==> src/rtl/pci_pkg.sv <==
package pci_pkg;
   typedef enum logic [1:0] {
      CMD_IRQ_ON  = 2'd0,
      CMD_IRQ_OFF = 2'd1,
      CMD_FLT_ON  = 2'd2,
      CMD_FLT_OFF = 2'd3
   } cfg_cmd_e;
endpackage

==> src/rtl/pci_setclr.sv <==
module pci_setclr #(
   parameter int N = 32
) (
   input  logic         clk,
   input  logic         rst_n,
   input  logic [N-1:0] set_i,
   input  logic [N-1:0] clr_i,
   output logic [N-1:0] q_o
);
   logic [N-1:0] q_r;

   always_ff @(posedge clk or negedge rst_n) begin
      if (!rst_n) q_r <= '0;
      else        q_r <= (q_r | set_i) & ~clr_i;
   end

   assign q_o = q_r;

   // a set command leaves its bits at one, a clear command at zero
   a_r2_r3_set: assert property (@(posedge clk) disable iff (!rst_n)
      ((set_i != '0) && (clr_i == '0)) |=> ((q_r & $past(set_i)) == $past(set_i)));
   a_r2_r3_clr: assert property (@(posedge clk) disable iff (!rst_n)
      ((clr_i != '0) && (set_i == '0)) |=> ((q_r & $past(clr_i)) == '0));
   a_r2_r3_keep: assert property (@(posedge clk) disable iff (!rst_n)
      ((set_i == '0) && (clr_i == '0)) |=> $stable(q_r));
endmodule

==> src/rtl/pci_sync.sv <==
module pci_sync #(
   parameter int N      = 32,
   parameter int STAGES = 2
) (
   input  logic         clk,
   input  logic         rst_n,
   input  logic [N-1:0] d_i,
   output logic [N-1:0] rise_o,
   output logic [N-1:0] fall_o
);
   logic [N-1:0] rchain [STAGES];
   logic [N-1:0] fchain [STAGES];

   generate
      if (STAGES < 2) begin : g_bad_depth
         $error("pci_sync: STAGES must be at least 2");
      end
   endgenerate

   always_ff @(posedge clk or negedge rst_n) begin
      if (!rst_n) begin
         for (int s = 0; s < STAGES; s++) rchain[s] <= '0;
      end else begin
         rchain[0] <= d_i;
         for (int s = 1; s < STAGES; s++) rchain[s] <= rchain[s-1];
      end
   end

   always_ff @(negedge clk or negedge rst_n) begin
      if (!rst_n) begin
         for (int s = 0; s < STAGES; s++) fchain[s] <= '0;
      end else begin
         fchain[0] <= d_i;
         for (int s = 1; s < STAGES; s++) fchain[s] <= fchain[s-1];
      end
   end

   assign rise_o = rchain[STAGES-1];
   assign fall_o = fchain[STAGES-1];
endmodule

==> src/rtl/pci_filter.sv <==
module pci_filter #(
   parameter int N         = 32,
   parameter bit FILTER_EN = 1'b1
) (
   input  logic         clk,
   input  logic         rst_n,
   input  logic [N-1:0] rise_i,
   input  logic [N-1:0] fall_i,
   input  logic [N-1:0] flt_en_i,
   output logic [N-1:0] lvl_o,
   output logic [N-1:0] chg_o
);
   logic [N-1:0] lvl_r;
   logic [N-1:0] lvl_nxt;
   logic [N-1:0] take;

   generate
      if (FILTER_EN) begin : g_filter
         // a pin moves when unfiltered, or when both half-cycle samples agree
         assign take = ~flt_en_i | ~(rise_i ^ fall_i);
      end else begin : g_bypass
         assign take = '1;
      end
   endgenerate

   always_comb begin
      lvl_nxt = (rise_i & take) | (lvl_r & ~take);
   end

   always_ff @(posedge clk or negedge rst_n) begin
      if (!rst_n) lvl_r <= '0;
      else        lvl_r <= lvl_nxt;
   end

   assign lvl_o = lvl_r;
   assign chg_o = lvl_nxt ^ lvl_r;

   // a filtered pin whose two half-cycle samples differ holds its level
   a_r5_hold_on_disagree: assert property (@(posedge clk) disable iff (!rst_n)
      1'b1 |=> (((lvl_r ^ $past(lvl_r)) & $past(flt_en_i & (rise_i ^ fall_i))) == '0));
   // an accepted sample is what the pin shows after the edge
   a_r6_follow_accepted: assert property (@(posedge clk) disable iff (!rst_n)
      1'b1 |=> ((lvl_r & $past(take)) == ($past(rise_i) & $past(take))));
endmodule

==> src/rtl/pci_status.sv <==
module pci_status #(
   parameter int N = 32
) (
   input  logic         clk,
   input  logic         rst_n,
   input  logic [N-1:0] chg_i,
   input  logic         rd_i,
   input  logic [N-1:0] mask_i,
   output logic [N-1:0] stat_o,
   output logic         irq_o
);
   logic [N-1:0] stat_r;

   always_ff @(posedge clk or negedge rst_n) begin
      if (!rst_n)    stat_r <= '0;
      else if (rd_i) stat_r <= chg_i;
      else           stat_r <= stat_r | chg_i;
   end

   assign stat_o = stat_r;
   assign irq_o  = |(stat_r & mask_i);

   // bits stay set while nobody reads
   a_r7_sticky: assert property (@(posedge clk) disable iff (!rst_n)
      !rd_i |=> ((stat_r & $past(stat_r)) == $past(stat_r)));
   // a read clears everything except fresh changes
   a_r8_read_clears: assert property (@(posedge clk) disable iff (!rst_n)
      rd_i |=> ((stat_r & ~$past(chg_i)) == '0));
   // a change arriving with a read is still recorded
   a_r9_keep_on_read: assert property (@(posedge clk) disable iff (!rst_n)
      (chg_i != '0) |=> ((stat_r & $past(chg_i)) == $past(chg_i)));
endmodule

==> src/rtl/pin_change_irq.sv <==
module pin_change_irq #(
   parameter int N_PINS      = 32,
   parameter int SYNC_STAGES = 2,
   parameter bit FILTER_EN   = 1'b1
) (
   input  logic              clk,
   input  logic              rst_n,
   input  logic [N_PINS-1:0] pad_i,
   input  logic              cfg_we,
   input  logic [1:0]        cfg_sel,
   input  logic [N_PINS-1:0] cfg_wdata,
   input  logic              stat_rd,
   output logic [N_PINS-1:0] stat_rdata,
   output logic [N_PINS-1:0] irq_mask_o,
   output logic [N_PINS-1:0] filt_mask_o,
   output logic [N_PINS-1:0] pin_data_o,
   output logic              irq_o
);
   import pci_pkg::*;

   localparam int W = N_PINS;

   generate
      if (W < 1) begin : g_bad_width
         $error("pin_change_irq: N_PINS must be positive");
      end
   endgenerate

   cfg_cmd_e     cmd;
   logic [W-1:0] irq_set, irq_clr, flt_set, flt_clr;
   logic [W-1:0] mask_q, flt_q;
   logic [W-1:0] s_rise, s_fall, lvl, chg;

   assign cmd = cfg_cmd_e'(cfg_sel);

   always_comb begin
      irq_set = '0;
      irq_clr = '0;
      flt_set = '0;
      flt_clr = '0;
      if (cfg_we) begin
         unique case (cmd)
            CMD_IRQ_ON:  irq_set = cfg_wdata;
            CMD_IRQ_OFF: irq_clr = cfg_wdata;
            CMD_FLT_ON:  flt_set = cfg_wdata;
            CMD_FLT_OFF: flt_clr = cfg_wdata;
            default: ;
         endcase
      end
   end

   pci_setclr #(.N(W)) u_mask (
      .clk(clk), .rst_n(rst_n), .set_i(irq_set), .clr_i(irq_clr), .q_o(mask_q));

   pci_setclr #(.N(W)) u_fsel (
      .clk(clk), .rst_n(rst_n), .set_i(flt_set), .clr_i(flt_clr), .q_o(flt_q));

   pci_sync #(.N(W), .STAGES(SYNC_STAGES)) u_sync (
      .clk(clk), .rst_n(rst_n), .d_i(pad_i), .rise_o(s_rise), .fall_o(s_fall));

   pci_filter #(.N(W), .FILTER_EN(FILTER_EN)) u_filt (
      .clk(clk), .rst_n(rst_n), .rise_i(s_rise), .fall_i(s_fall),
      .flt_en_i(flt_q), .lvl_o(lvl), .chg_o(chg));

   pci_status #(.N(W)) u_stat (
      .clk(clk), .rst_n(rst_n), .chg_i(chg), .rd_i(stat_rd),
      .mask_i(mask_q), .stat_o(stat_rdata), .irq_o(irq_o));

   assign irq_mask_o  = mask_q;
   assign filt_mask_o = flt_q;
   assign pin_data_o  = lvl;

   // the line drops once nothing enabled is pending
   a_r10_irq_quiet: assert property (@(posedge clk) disable iff (!rst_n)
      (stat_rd && !cfg_we && (chg == '0)) |=> !irq_o);
   // outputs at their cleared values in reset
   always_comb begin
      if (!rst_n) begin
         a_r1_reset_clear: assert ((stat_rdata == '0) && (mask_q == '0) && (flt_q == '0));
      end
   end
endmodule

==> config.mk <==
export PLATFORM = sky130hd
export DESIGN_NAME = pin_change_irq
export DESIGN_NICKNAME = d
export VERILOG_FILES = /design/src/rtl/pci_pkg.sv /design/src/rtl/pci_setclr.sv /design/src/rtl/pci_sync.sv /design/src/rtl/pci_filter.sv /design/src/rtl/pci_status.sv /design/src/rtl/pin_change_irq.sv
export SDC_FILE = /design/constraint.sdc
export NUM_CORES = 1
export LEC_CHECK = 0
export BUFFER_PORTS_ARGS = -buffer_cell sky130_fd_sc_hd__buf_4
export CORE_MARGIN = 2
export CORE_UTILIZATION = 45
export CTS_CLUSTER_SIZE = 8
export DETAILED_ROUTE_END_ITERATION = 6
export GPL_ROUTABILITY_DRIVEN = 0
export PLACE_DENSITY = 0.68
export SLEW_MARGIN = 20
export SYNTH_ARGS = -nofsm -noshare
export SYNTH_HDL_FRONTEND = slang
export SYNTH_SLANG_ARGS = --single-unit
==> constraint.sdc <==
create_clock -name clk -period 1.8 [get_ports clk]
set_input_delay 0.27 -clock clk [delete_from_list [all_inputs] [get_ports clk]]
set_output_delay 0.27 -clock clk [all_outputs]
set_load 0.005 [all_outputs]
==> results of run 1 <==
## Yosys cell counts, drive strengths merged
| master | instances | area (um^2) |
|---|---|---|
| nand2 | 66 | 248 |
| buf | 10 | 50.1 |
| a31oi | 30 | 188 |
| mux2i | 31 | 310 |
| dfrtn | 64 | 1600 |
| clkbuf | 10 | 37.5 |
| a21o | 1 | 7.51 |
| o31ai | 1 | 7.51 |
| nand2b | 2 | 12.5 |
| inv | 123 | 462 |
| or4 | 1 | 7.51 |
| nand3 | 2 | 10.0 |
| nor2 | 2 | 7.51 |
| and2b | 1 | 7.51 |
| nand4 | 4 | 25.0 |
| and2 | 1 | 6.26 |
| nand3b | 1 | 7.51 |
| o21ai | 93 | 465 |
| dfrtp | 192 | 4800 |
| a22oi | 16 | 120 |
| xnor2 | 2 | 17.5 |
| a21oi | 95 | 475 |
| o221ai | 31 | 272 |
## power by group through the flow
stage / sequential, mW / clock [mW] / combinational, mW
6_report: 7.07 / 6.34 / 2.49
5_1_grt: 7.17 / 6.76 / 2.76
4_1_cts: 7.05 / 6.49 / 2.51
3_5_place_dp: 7.11 / 0 / 2.37
3_3_place_gp: 7.08 / 0 / 2.32
2_1_floorplan: 7.04 / 0 / 0.774
## cells by family after synthesis
group / count (synthesis) / share of synthesized area, %
muxes: 31 / 3.39
xor gates and xnor gates: 2 / 0.191
buffers and inverters: 143 / 6.00
and+or+nand+nor: 80 / 3.62
DFF: 256 / 70.0
AOI/OAI and AO/OA: 267 / 16.8
## metrics by stage
step                      worst slack (ns)  area, um^2
after floorplan                     0.0454        9150
after global placement              0.0231       11300
after detailed placement          -0.00314       11300
after CTS                           -0.466       13000
after global routing                -0.529       13100
final                               -0.431       13100
## registers in the layout, summed over array words and instances, names as in the netlist
| register | cells |
|---|---|
| u_stat.stat_o | 32 |
| u_mask.q_o | 32 |
| u_sync.fchain | 32 |
| u_sync.fall_o | 32 |
| u_fsel.q_o | 32 |
| u_sync.rise_o | 32 |
| u_filt.lvl_o | 32 |
| u_sync.rchain | 32 |
## cell type report
cell class              instances  area [um^2]  area share (%)
clock inverters                 1         8.76          0.0670
inverters                     123          462            3.53
flip-flops and latches        256         6410            49.0
repair buffers                308         2540            19.4
multi-input cells             380         2260            17.2
clock buffers                  63         1070            8.15
well taps                     270          338            2.58
## worst min-delay path by stage
stage                        from                          to  slack (ns)  depth (start not counted)
floorplan                   rst_n   u_filt.lvl_o[0]$_DFF_PN0_       -0.03                          0
global placement            rst_n  u_filt.lvl_o[26]$_DFF_PN0_        0.11                          1
detailed placement          rst_n  u_filt.lvl_o[26]$_DFF_PN0_        0.11                          1
CTS                 cfg_wdata[30]    u_mask.q_o[30]$_DFF_PN0_        0.03                          3
global route        cfg_wdata[30]    u_mask.q_o[30]$_DFF_PN0_        0.05                          3
finish              cfg_wdata[30]    u_mask.q_o[30]$_DFF_PN0_        0.05                          3
## repair_timing
action	CTS	global route
pin swaps	3	1
endpoints found under the setup margin	2	8
hold buffers	64	0
endpoints found under the hold margin	178	0
resized for setup	6	10
buffers inserted	0	1
## worst max-delay path: stages, from the launching register on
cell,delay [ns]
dfrtp_1,0.40
a22oi_2,0.25
nand4_1,0.14
or4_1,0.51
buf_4,0.16
## metal layers
metal  share of wire (%)  vias to the layer above  global-route usage [%]
met5                   0                        -                       0
met4                 2.9                        0                    7.82
met3                 6.8                       44                    5.63
met2                  48                      246                    35.3
met1                  42                     3473                    29.1
li1                    -                     3343                       -
## layout by cell type (no fill, tap or decap), types with 2 or more instances in the layout
cell,count
nand3_1,2
mux2i_1,31
dfrtp_1,192
nor2_1,2
dlygate4sd3_1,64
a31oi_1,30
a22oi_2,9
buf_12,5
nand2_1,66
inv_1,123
clkbuf_1,24
dfrtn_1,64
clkbuf_16,39
nand4_1,4
o21ai_0,88
a21oi_1,95
o221ai_1,30
buf_4,238
o21ai_1,5
xnor2_1,2
a22oi_1,7
==> qor.csv, run 1 <==
metric,value,unit
outcome,finished with violations,
violations,setup timing,
grt_max_degree,48,
worstSetupStartpointType,register,
cts.root.buffer_cell,clkbuf_16,
worst_hold_slack,0.0495,ns
startpoint,u_stat.stat_o[29]$_DFF_PN0_,
grt_usage,21.9,%
cts.reportedPaths.clkPinSlew,0.05,ns
row_count,52,
num_antenna_cells,0,
arrival,1.96,ns
clockBufferDepth,3,
critPathRequiredTime,1.53,ns
fin_ws,-0.431,ns
p_switching,4.10,mW
seqPwrFrac,44.4,%
skew,0.0171,ns
endpoint,irq_o,
maxCapViolCount,0,
drtIter0Drc,349,
p_clk_share,39.9,%
antenna_left,0,
critPathKind,reg -> out,
nNetsFinal,1176,
dieWidth,147,um
portBuffers,198,
synth_cell_types,23,
netlist_area,9150,um^2
cts_buffers,37,
overflow,0,
cp-end-kind,primary output,
dieHeight,147,um
synth_area_per_cell,11.7,um^2
core,20100,um^2
ys_seq_area_share,70.0,%
grt_setup_unrepaired,true,
wl_per_cell,16.5,um
post-route-period-util,124,%
post-route-util,65.1,%
drc,0,
cp_max_fo,2,
nFillCells,1540,
placedCellCount,1272,
stdcell_count,1401,
cts_max_level,2,
die-area,21500,um^2
antenna_found_initial,0,
comb_power_share,15.7,%
synthCells,779,
r2r_end,u_stat.stat_o[29]$_DFF_PN0_,
io_pins,199,
internal-power,11.8,mW
hold_viol,0,
ys_warn_count,0,
dp_hpwl,15400,um
layout-area-overhead-vs-synth,42.9,%
via_per_inst,5.07,
r2r_cells,3,
max_clock_freq,448,MHz
grt_first_pass_wirelength,37100,um
finalSetupTns,-0.455,ns
p_sw_share,25.8,%
powerDensity,1220,nW/um^2
worst_r2r_startpoint,u_sync.fall_o[29]$_DFF_NN0_,
routed-via-count,7106,
fin_total_pwr,15.9,mW
cts_num_sinks,256,
maxSlewViolCount,0,
p_leak,6.44,nW
cts_tree,yes,
fin_crit,2.23,ns
grt_pass1_vias,7189,
min_path_type,in -> reg,
insertion_delay,0.50,ns
ys_ff_latch,256,
synth_fp_nets,849,
irDropWorstVdd,0.816,mV
max_slew_margin,63.1,%
initial_utilization,45.5,%
worst-slew-pin-transition,0.553,ns
dr.pass1.iters,4,
drive_gt1_share,26.3,%
setup_violations,2,
r2r_setup_slack,-0.02,ns
routed_wl,23100,um
(Power assumes the default switching activity.)
==> run 2: changes to the inputs <==
--- a/config.mk
+++ b/config.mk
@@ -13,3 +13,3 @@
 export GPL_ROUTABILITY_DRIVEN = 0
-export PLACE_DENSITY = 0.68
+export PLACE_DENSITY = 0.71
 export SLEW_MARGIN = 20
==> constraint.sdc (replaced) <==
create_clock -name clk -period 1.9 [get_ports clk]
set_input_delay 0.19 -clock clk [delete_from_list [all_inputs] [get_ports clk]]
set_output_delay 0.19 -clock clk [all_outputs]
set_load 0.005 [all_outputs]
==> run 2 against run 1 <==
  * The flow still finishes with violations (setup timing)
  * Sequential power shrank 4.7%
  * First-iteration DRC count decreased by 14%
  * Critical path depth is the same
  * Power fell by 7.4%
  * Register-to-register slack improved by 0.05 ns
  * Sequential share of layout area rose by 0.51 points
  * Combinational power down 10%
  * Clock power is 9.5% lower
  * Hold slack worse by 0.0028 ns
  * Cell area down 1.0%
  * Largest power group unchanged
  * Highest routed layer unchanged
==> qor.csv, run 2 (synthesis results as in run 1) <==
metric,value,unit,change
fin_total_pwr,14.7,mW,was 15.9 mW
post-route-period-util,112,%,
critical_path.top_delay_family,simple AND/OR/NAND/NOR gates,,unchanged
clockBufferDepth,3,,unchanged
cp_slowest_stage_delay,0.53,ns,was 0.51 ns
worst_hold_slack,0.0467,ns,was 0.0495 ns
cp_num_buf_inv,1,,unchanged
fin_ws,-0.233,ns,was -0.431 ns
setup_violations,1,,was 2
cp_max_fo,2,,unchanged
grt_setup_unrepaired,true,,unchanged
num_antenna_cells,0,,unchanged
maxSlewViolCount,0,,unchanged
dr.pass1.iters,5,,was 4
via_per_inst,5.09,,was 5.07
cts_tree,yes,,unchanged
outcome,finished with violations,,unchanged
dieWidth,147,um,unchanged
cpMaxStageDelayCell,or4_1,,unchanged
cts.root.buffer_cell,clkbuf_16,,unchanged
fin_crit,2.13,ns,
insertion_delay,0.50,ns,about the same
max_clock_freq,469,MHz,
p_leak,6.35,nW,was 6.44 nW
arrival,1.94,ns,was 1.96 ns
cts_buffers,37,,unchanged
layout-area-overhead-vs-synth,41.5,%,was 42.9%
irDropWorstVdd,0.741,mV,was 0.816 mV
worst-slew-pin-transition,0.744,ns,was 0.553 ns
dpl_cell_area,11200,um^2,was 11300 um^2
cp-end-kind,primary output,,unchanged
skew,0.0197,ns,was 0.0171 ns
grt_first_pass_wirelength,37300,um,was 37100 um
dp_hpwl,15300,um,was 15400 um
routed-via-count,7055,,was 7106
row_count,52,,unchanged
initial_utilization,45.5,%,unchanged
dieHeight,147,um,unchanged
routed_wl,23100,um,about the same
cts_max_level,2,,unchanged
drive_gt1_share,25.2,%,was 26.3%
violations,setup timing,,unchanged
drtIter0Drc,300,,was 349
critPathRequiredTime,1.71,ns,was 1.53 ns
grt_pass1_vias,7139,,was 7189
cts_num_sinks,256,,unchanged
grt_usage,21.9,%,about the same
max_slew_margin,50.4,%,was 63.1%
worstSetupStartpointType,register,,unchanged
cts.reportedPaths.clkPinSlew,0.05,ns,about the same
portBuffers,198,,unchanged
drc,0,,unchanged
nNetsFinal,1166,,was 1176
antenna_left,0,,unchanged
hold_viol,0,,unchanged
io_pins,199,,unchanged
overflow,0,,unchanged
cp_cell_sequence,a22oi_2 > nand4_1 > or4_1 > buf_4,,unchanged
nFillCells,1527,,was 1540
mostFrequentLayoutCells,"buf_4 (225), dfrtp_1 (191), inv_1 (123)",,"was buf_4 (238), dfrtp_1 (192), inv_1 (123)"
grt_max_degree,65,,was 48
maxCapViolCount,0,,unchanged
critPathKind,reg -> out,,unchanged
antenna_found_initial,0,,unchanged
final_common_cell,buf_4,,unchanged
finalSetupTns,-0.233,ns,was -0.455 ns
powerDensity,1140,nW/um^2,was 1220 nW/um^2
min_path_type,in -> reg,,unchanged
die-area,21500,um^2,unchanged
wl_per_cell,16.7,um,was 16.5 um
dp_slack,0.0403,ns,was -0.00314 ns
fin_area,12900,um^2,was 13100 um^2
core,20100,um^2,unchanged
r2r_setup_slack,0.03,ns,was -0.02 ns
==> run 2: final cells by class <==
cell class / count / area [um^2] / area share [%]
Timing Repair Buffer: 298 / 2470 / 19.1
Clock buffer: 60 / 1010 / 7.82
Multi-Input combinational cell: 380 / 2250 / 17.4
Sequential cell: 256 / 6410 / 49.5
Tap cell: 270 / 338 / 2.61
Inverter: 123 / 462 / 3.57
==> run 2: path summary, 6_finish.rpt <==
check                                       startpoint                          end  cells past startpoint
max                        u_stat.stat_o[24]$_DFF_PN0_                        irq_o                      4
min                                             cfg_we     u_fsel.q_o[31]$_DFF_PN0_                      3
max reg2reg                u_sync.fall_o[29]$_DFF_NN0_  u_stat.stat_o[29]$_DFF_PN0_                      3
min reg2reg                u_sync.fchain[62]$_DFF_NN0_  u_sync.fall_o[30]$_DFF_NN0_                      0
max in group asynchronous                        rst_n  u_sync.fall_o[17]$_DFF_NN0_                      3
min in group asynchronous                        rst_n   u_filt.lvl_o[25]$_DFF_PN0_                      2
==> run 2: repair_timing <==
item / in CTS / in global routing
setup buffers: 4 / 0
setup endpoints to repair: 1 / 2
hold buffers: 67 / 0
hold endpoints to repair: 204 / 0
pin swaps: 6 / 3
cloned: 0 / 0
resized for setup: 10 / 2
==> run 2: metrics by stage <==
step	utilization (%)	std cells
finish	64.4	1387
global placement	55.6	1256
floorplan	-	779
detailed placement	55.6	1256
CTS	64.3	1387
global route	64.4	1387
==> run 2: per-layer routing <==
metal | global-route usage [%] | wire length (um)
met5 | 0 | 0
met4 | 6.02 | 437
met3 | 5.97 | 1750
met2 | 35.8 | 11200
met1 | 29.1 | 9800
==> run 2: worst register-to-register path: cells and delay by family (launching register included) <==
family / cells / cell delay (ns)
DFF: 1 / 0.44
AOI/OAI and AO/OA: 2 / 0.23
xor gates and xnor gates: 1 / 0.13
==> run 2: report_power, final <==
part | total (mW) | leakage [nW] | internal (mW) | switching [mW]
sequential | 6.74 | 2.95 | 6.09 | 0.647
combinational | 2.24 | 2.92 | 1.25 | 0.993
clock | 5.74 | 0.483 | 3.58 | 2.16
